File: config.mk
export PLATFORM = sky130hd
export DESIGN_NAME = serial_frame_port
export DESIGN_NICKNAME = d
export VERILOG_FILES = /design/src/rtl/sfp_pkg.sv /design/src/rtl/sfp_ctrl.sv /design/src/rtl/sfp_datapath.sv /design/src/rtl/serial_frame_port.sv
export SDC_FILE = /design/constraint.sdc
export NUM_CORES = 1
export LEC_CHECK = 0
export BUFFER_PORTS_ARGS = -buffer_cell sky130_fd_sc_hd__buf_2
export CORE_MARGIN = 2
export CORE_UTILIZATION = 47
export DETAILED_ROUTE_END_ITERATION = 10
export HOLD_SLACK_MARGIN = 0.02
export PLACE_DENSITY_LB_ADDON = 0.25
export SLEW_MARGIN = 30
export SYNTH_ARGS = -nofsm -noshare
export SYNTH_HDL_FRONTEND = slang
export SYNTH_SLANG_ARGS = --single-unit
File: constraint.sdc
create_clock -name clk -period 2.6 [get_ports clk]
set_input_delay 0.13 -clock clk [delete_from_list [all_inputs] [get_ports clk]]
set_output_delay 0.13 -clock clk [all_outputs]
set_load 0.05 [all_outputs]
File: src/rtl/sfp_pkg.sv
package sfp_pkg;

  typedef enum logic [2:0] {
    ST_IDLE,
    ST_TX_HDR,
    ST_TX_PAY,
    ST_RX_HUNT,
    ST_RX_DATA
  } portState_t;

  // strobes and qualifiers handed from control to datapath each cycle
  typedef struct packed {
    logic rise;     // last cycle of the low half of a bit period
    logic fall;     // last cycle of a bit period
    logic silence;  // force the data clock low
    logic txHdr;    // sending the hardware header
    logic txPay;    // sending controller bits
    logic rxHunt;   // searching for the delimiter
    logic rxData;   // forwarding received bits
    logic hdrBit;   // header bit for the current bit period
  } portStb_t;

endpackage

File: src/rtl/sfp_ctrl.sv
module sfp_ctrl
  import sfp_pkg::*;
#(
  parameter int          HALF_DIV  = 4,
  parameter int          PRE_BYTES = 4,
  parameter logic [7:0]  SFD_BYTE  = 8'hA7
) (
  input  logic     clk,
  input  logic     rstN,
  input  logic     txEnable,
  input  logic     rxEnable,
  input  logic     sfdHit,
  output portStb_t stb,
  output logic     frameSync,
  output logic     rxActive
);

  localparam int PERIOD   = 2 * HALF_DIV;
  localparam int CNT_W    = (PERIOD > 2) ? $clog2(PERIOD) : 1;
  localparam int PRE_BITS = 8 * PRE_BYTES;
  localparam int HDR_BITS = PRE_BITS + 8;
  localparam int HDR_W    = $clog2(HDR_BITS);

  portState_t       state, stateNext;
  logic [CNT_W-1:0] phaseCnt;
  logic [HDR_W-1:0] hdrIdx;
  logic [HDR_W-1:0] sfdPos;
  logic             active, riseNow, fallNow, hdrLast, hdrBitNow;

  assign active  = (state != ST_IDLE);
  assign riseNow = active && (phaseCnt == CNT_W'(HALF_DIV - 1));
  assign fallNow = active && (phaseCnt == CNT_W'(PERIOD - 1));
  assign hdrLast = (hdrIdx == HDR_W'(HDR_BITS - 1));

  // bit-period divider, parked at zero while both modes are off
  always_ff @(posedge clk or negedge rstN) begin
    if (!rstN)        phaseCnt <= '0;
    else if (!active) phaseCnt <= '0;
    else if (fallNow) phaseCnt <= '0;
    else              phaseCnt <= phaseCnt + 1'b1;
  end

  // transmit takes priority; any mode change restarts the chosen mode
  always_comb begin
    stateNext = state;
    if (txEnable) begin
      if (state == ST_IDLE || state == ST_RX_HUNT || state == ST_RX_DATA)
        stateNext = ST_TX_HDR;
      else if (state == ST_TX_HDR && fallNow && hdrLast)
        stateNext = ST_TX_PAY;
    end else if (rxEnable) begin
      if (state == ST_IDLE || state == ST_TX_HDR || state == ST_TX_PAY)
        stateNext = ST_RX_HUNT;
      else if (state == ST_RX_HUNT && sfdHit)
        stateNext = ST_RX_DATA;
    end else begin
      stateNext = ST_IDLE;
    end
  end

  always_ff @(posedge clk or negedge rstN) begin
    if (!rstN) state <= ST_IDLE;
    else       state <= stateNext;
  end

  always_ff @(posedge clk or negedge rstN) begin
    if (!rstN)                  hdrIdx <= '0;
    else if (state != ST_TX_HDR) hdrIdx <= '0;
    else if (fallNow)           hdrIdx <= hdrIdx + 1'b1;
  end

  // header bit: zeros for the preamble, then the delimiter LSB first
  assign sfdPos    = hdrIdx - HDR_W'(PRE_BITS);
  assign hdrBitNow = (hdrIdx < HDR_W'(PRE_BITS)) ? 1'b0
                                                  : |(SFD_BYTE & (8'd1 << sfdPos));

  assign stb.rise    = riseNow;
  assign stb.fall    = fallNow;
  assign stb.silence = (state == ST_IDLE) || (state == ST_TX_HDR) || (state == ST_RX_HUNT);
  assign stb.txHdr   = (state == ST_TX_HDR);
  assign stb.txPay   = (state == ST_TX_PAY);
  assign stb.rxHunt  = (state == ST_RX_HUNT);
  assign stb.rxData  = (state == ST_RX_DATA);
  assign stb.hdrBit  = hdrBitNow;

  assign frameSync = (state == ST_TX_PAY) || (state == ST_RX_DATA);
  assign rxActive  = (state == ST_RX_HUNT) || (state == ST_RX_DATA);

endmodule

File: src/rtl/sfp_datapath.sv
module sfp_datapath
  import sfp_pkg::*;
#(
  parameter int         RX_MIN_ZEROS = 8,
  parameter logic [7:0] SFD_BYTE     = 8'hA7
) (
  input  logic     clk,
  input  logic     rstN,
  input  portStb_t stb,
  input  logic     dataIn,
  input  logic     modemRxBit,
  input  logic     modemRxValid,
  output logic     sfdHit,
  output logic     dataClk,
  output logic     dataOut,
  output logic     modemTxBit,
  output logic     modemTxValid
);

  localparam int             WIN   = RX_MIN_ZEROS + 8;
  localparam logic [WIN-1:0] MATCH = {SFD_BYTE, {RX_MIN_ZEROS{1'b0}}};

  logic [WIN-1:0] rxWin, rxWinNext;
  logic           txSample;
  logic           rxHold, rxPend, bitLoaded;

  // newest bit enters at the top, so the delimiter sits in the upper byte
  assign rxWinNext = {modemRxBit, rxWin[WIN-1:1]};
  assign sfdHit    = stb.rxHunt && modemRxValid && (rxWinNext == MATCH);

  // window restarts as all ones so a preamble must really be received
  always_ff @(posedge clk or negedge rstN) begin
    if (!rstN)             rxWin <= '1;
    else if (!stb.rxHunt)  rxWin <= '1;
    else if (modemRxValid) rxWin <= rxWinNext;
  end

  // transmit: capture the pin at the rising clock, emit at the period end
  always_ff @(posedge clk or negedge rstN) begin
    if (!rstN) begin
      txSample     <= 1'b0;
      modemTxBit   <= 1'b0;
      modemTxValid <= 1'b0;
    end else begin
      if (stb.txPay && stb.rise) txSample <= dataIn;
      modemTxValid <= stb.fall && (stb.txHdr || stb.txPay);
      if (stb.fall && stb.txHdr)      modemTxBit <= stb.hdrBit;
      else if (stb.fall && stb.txPay) modemTxBit <= txSample;
    end
  end

  // receive: one-bit hold, drained onto the pin at each falling phase
  always_ff @(posedge clk or negedge rstN) begin
    if (!rstN) begin
      rxHold    <= 1'b0;
      rxPend    <= 1'b0;
      bitLoaded <= 1'b0;
      dataOut   <= 1'b0;
    end else if (!stb.rxData) begin
      rxPend    <= 1'b0;
      bitLoaded <= 1'b0;
    end else begin
      if (modemRxValid) begin
        rxHold <= modemRxBit;
        rxPend <= 1'b1;
      end else if (stb.fall) begin
        rxPend <= 1'b0;
      end
      if (stb.fall) begin
        bitLoaded <= rxPend;
        if (rxPend) dataOut <= rxHold;
      end
    end
  end

  // gated data clock: rises only when a bit is ready for the edge
  always_ff @(posedge clk or negedge rstN) begin
    if (!rstN)            dataClk <= 1'b0;
    else if (stb.silence) dataClk <= 1'b0;
    else if (stb.rise && (stb.txPay || (stb.rxData && bitLoaded)))
                          dataClk <= 1'b1;
    else if (stb.fall)    dataClk <= 1'b0;
  end

endmodule

File: src/rtl/serial_frame_port.sv
module serial_frame_port
  import sfp_pkg::*;
#(
  parameter int         HALF_DIV     = 4,
  parameter int         PRE_BYTES    = 4,
  parameter int         RX_MIN_ZEROS = 8,
  parameter logic [7:0] SFD_BYTE     = 8'hA7
) (
  input  logic clk,
  input  logic rstN,
  input  logic txEnable,
  input  logic rxEnable,
  input  logic dataIn,
  output logic dataOut,
  output logic dataOe,
  output logic dataClk,
  output logic modemTxBit,
  output logic modemTxValid,
  input  logic modemRxBit,
  input  logic modemRxValid,
  output logic frameSync
);

  portStb_t stb;
  logic     sfdHit;
  logic     rxActive;

  sfp_ctrl #(
    .HALF_DIV (HALF_DIV),
    .PRE_BYTES(PRE_BYTES),
    .SFD_BYTE (SFD_BYTE)
  ) i_ctrl (
    .clk      (clk),
    .rstN     (rstN),
    .txEnable (txEnable),
    .rxEnable (rxEnable),
    .sfdHit   (sfdHit),
    .stb      (stb),
    .frameSync(frameSync),
    .rxActive (rxActive)
  );

  sfp_datapath #(
    .RX_MIN_ZEROS(RX_MIN_ZEROS),
    .SFD_BYTE    (SFD_BYTE)
  ) i_datapath (
    .clk         (clk),
    .rstN        (rstN),
    .stb         (stb),
    .dataIn      (dataIn),
    .modemRxBit  (modemRxBit),
    .modemRxValid(modemRxValid),
    .sfdHit      (sfdHit),
    .dataClk     (dataClk),
    .dataOut     (dataOut),
    .modemTxBit  (modemTxBit),
    .modemTxValid(modemTxValid)
  );

  assign dataOe = rxActive;

endmodule

==> summary.md <==
| Metric | Value |
|---|---|
| Crit. End Element | `flip-flop` |
| Initial antenna violation count | `0` |
| Initial core utilization | `49.67%` |
| Netlist cell types | `43` |
| CP Max Fanout | `17` |
| Fin Setup TNS | `0 ns` |
| Min-delay worst type | `in2reg` |
| F_max | `511.1 MHz` |
| Initial DRC count | `72` |
| Total core area | `3363 µm²` |
| Rows | `21` |
| Net Sw Power | `387.0 µW` |
| Dominant cells by area after synthesis | `dfrtp_1 30%, dfstp_2 24%, o22a_1 8.4%, nand2_1 3.1%, ha_1 3.0%` |
| Grt ovf | `0` |
| Post-cts sizing count | `0` |
| Commonest non-fill, non-tap cell in the layout | `dfrtp_1` |
| Power per cell area | `677.5 nW/µm²` |
| Sequential Area | `894.6 µm²` |
| Critical path data arrival time | `2.18 ns` |
| Crit start category | `flip-flop` |
| Die W | `63.62 µm` |
| Quantity of I/O buffers inserted on ports | `12` |
| Number of global-route vias before repair | `1117` |
| Synth Net Count | `157` |
| R2r setup slk | `0.64 ns` |
| Layout cell share with drive strength beyond 1 | `25.47%` |
| Fin crit share | `75.25%` |
| ANT nets after route | `0` |
| Seq/Total Area, Yosys | `53.56%` |
| Die Y | `63.62 µm` |
| Outcome | `finished, final reports clean` |
| # H-tree levels | `2` |
| Root buf cell | `clkbuf_4` |
| Die area | `4047 µm²` |
| Final number of setup-violating endpoints | `0` |
| Post-Route WL | `2.968 mm` |
| Synthesized area per cell | `11.44 µm²` |
| CTS tree | `yes` |
| Via/cell ratio | `5.618` |
| Post-layout nets | `171` |
| Sequential fraction of design power | `51.6%` |
| Clock Skew | `0.008215 ns` |
| Max cap viols | `0` |
| Fillcell total | `315` |
| Synth top area share | `29.96%` |
| Avg WL per Cell | `14.34 µm` |
| Yosys warns | `0` |
| First-pass GRT wire length | `5.209 mm` |
| Critical path class | `reg2reg` |
| Met2 routed WL | `1.475 mm` |
| CTS clk-pin slew, worst paths | `0.10 ns` |
| Top FF cell, synth | `dfrtp_1` |
| Post-route insts no fill | `207` |
| CTS Buf Count | `5` |
| Final Hold Fails | `0` |
| Fin crit period | `1.957 ns` |
| Clock Latency Late Sink | `0.32 ns` |
| Asr flop ratio synth | `100.0%` |
| Post-synth top area cell | `dfrtp_1` |
| Clock group share of total power | `26.1%` |
| Vias after detailed routing | `1163` |
| Sw Share | `31.12%` |
| Area grow syn2layout | `9.888%` |
| Worst-Margin Slew | `0.7421 ns` |
| # DRC | `0` |
| Routability cong. | `0.8943` |
| Synthesized flop and latch total | `35` |
| Most frequent cells in the layout | `20 x dfrtp_1, 16 x o22a_1, 15 x dfstp_2, 14 x nand2_1, 12 x buf_2` |
| VDD IR-drop max | `0.3329 mV` |
| Dpl cells | `197` |
| Total GRT Usage | `16.77%` |
| Number of synthesized flops with an enable pin | `0` |
| RSZ-0062 raised after global routing | `no` |
| Max-slew violation count | `0` |
| Multi-input logic area | `723.2 µm²` |
| Mapped Area | `1670 µm²` |
| Diode count | `0` |
| Top routing layer in use | `met4` |
| Internal power | `856.6 µW` |
| # IOs | `13` |
| Post-Synthesis Cells | `146` |
| Met3 WL post-DR | `74 µm` |
| CTS Buffer Depth | `2` |
| DP HPWL | `2.097 mm` |
| Leakage | `0.0007573 µW` |
| Largest net degree at the start of global routing | `36` |
| Pre-antenna DRT Iters | `4` |
| CTS Sinks | `35` |
| Worst Path Required | `2.83 ns` |
| Rel. slew slack | `50.53%` |
| Met1 Wirelength | `1.400 mm` |
| Combinational power share | `22.3%` |
==> metal layers <==
layer,track usage [%],up-vias
met4,6.522,0
met3,5.536,2
met1,22.36,585
met2,25.26,13
met5,0,-
li1,-,563
==> final timing paths <==
| path | startpoint | to | cells past startpoint |
|---|---|---|---|
| worst max-delay path | i_ctrl.state[2] | i_ctrl.state[0] | 5 |
| worst min-delay path | modemRxBit | i_datapath.rxWin[15] | 2 |
| worst max register to register | i_ctrl.state[2] | i_ctrl.state[0] | 5 |
| worst min register to register | i_ctrl.phaseCnt[0] | i_ctrl.phaseCnt[0] | 1 |
| max in group asynchronous | rstN | i_ctrl.hdrIdx[2] | 2 |
| min in group asynchronous | rstN | i_datapath.txSample | 2 |
==> cells by family (layout without fill, tap and decap cells) <==
| family | Yosys count | in the layout | synth area share (%) |
|---|---|---|---|
| buffers and inverters | 10 | 25 | 3.146 |
| XOR/XNOR | 6 | 6 | 3.147 |
| AND/OR/NAND/NOR | 52 | 52 | 17.23 |
| flip-flops | 35 | 35 | 53.56 |
| multiplexers | 4 | 4 | 2.696 |
| AO/OA/AOI/OAI | 35 | 35 | 17.23 |
| adder cells (fa/ha/maj) | 4 | 4 | 2.996 |
==> sequential cells by signal, summed over array words and instances (netlist names) <==
name,count
i_ctrl.hdrIdx,6
i_datapath.dataClk,1
i_datapath.bitLoaded,1
i_datapath.rxPend,1
i_ctrl.phaseCnt,3
i_datapath.rxWin,15
i_datapath.modemTxBit,1
i_datapath.rxHold,1
i_datapath.modemTxValid,1
i_datapath.txSample,1
i_ctrl.state,3
i_datapath.dataOut,1
==> synth_stat cells, drive strengths merged (4+ instances only) <==
master   n
nand2   14
mux2     4
nor3     4
nor3b    4
nor2    10
o22a    16
nand3    6
a21oi    4
buf      5
dfrtp   20
ha       4
o21ai    4
dfstp   15
==> power groups by stage <==
| stage | combinational (µW) | sequential, µW | clock, µW |
|---|---|---|---|
| global placement | 269 | 648 | 0 |
| detailed placement | 277 | 652 | 0 |
| global route | 308 | 649 | 368 |
| finish | 277 | 641 | 325 |
| CTS | 280 | 642 | 343 |
| floorplan | 201 | 666 | 0 |
==> per-stage QoR <==
stage	hold WS, ns	power [µW]	cell area, µm²	worst slack (ns)	util (%)
2_1_floorplan	-0.1656	867.1	1670	0.9622	-
3_3_place_gp	0.2238	916.7	1747	0.7501	51.93
3_5_place_dp	0.2378	928.6	1747	0.6725	51.93
4_1_cts	0.03877	1265	1836	0.6584	54.58
5_1_grt	0.03712	1326	1836	0.5589	54.58
6_report	0.05275	1244	1836	0.6434	54.58
==> layout make-up <==
class / instances / area share (%)
tap: 46 / 3.136
timing repair buffer: 14 / 4.363
clock buffer: 8 / 3.749
sequential: 35 / 48.74
multi-input combinational: 101 / 39.40
inverter: 3 / 0.6135
==> repair_timing <==
item	4_1_cts	5_1_grt
hold endpoints to repair	21	0
hold buffers	2	0
setup buffers	0	0
==> worst max-delay path, cell delays in order, from the launching register on <==
cell and delay (ns):
dfrtp_1 0.53, and2b_4 0.36, nand3_4 0.20, o41ai_4 0.47
o22ai_1 0.13, a21o_1 0.18
Note: power is estimated with default switching activity, not from simulation.
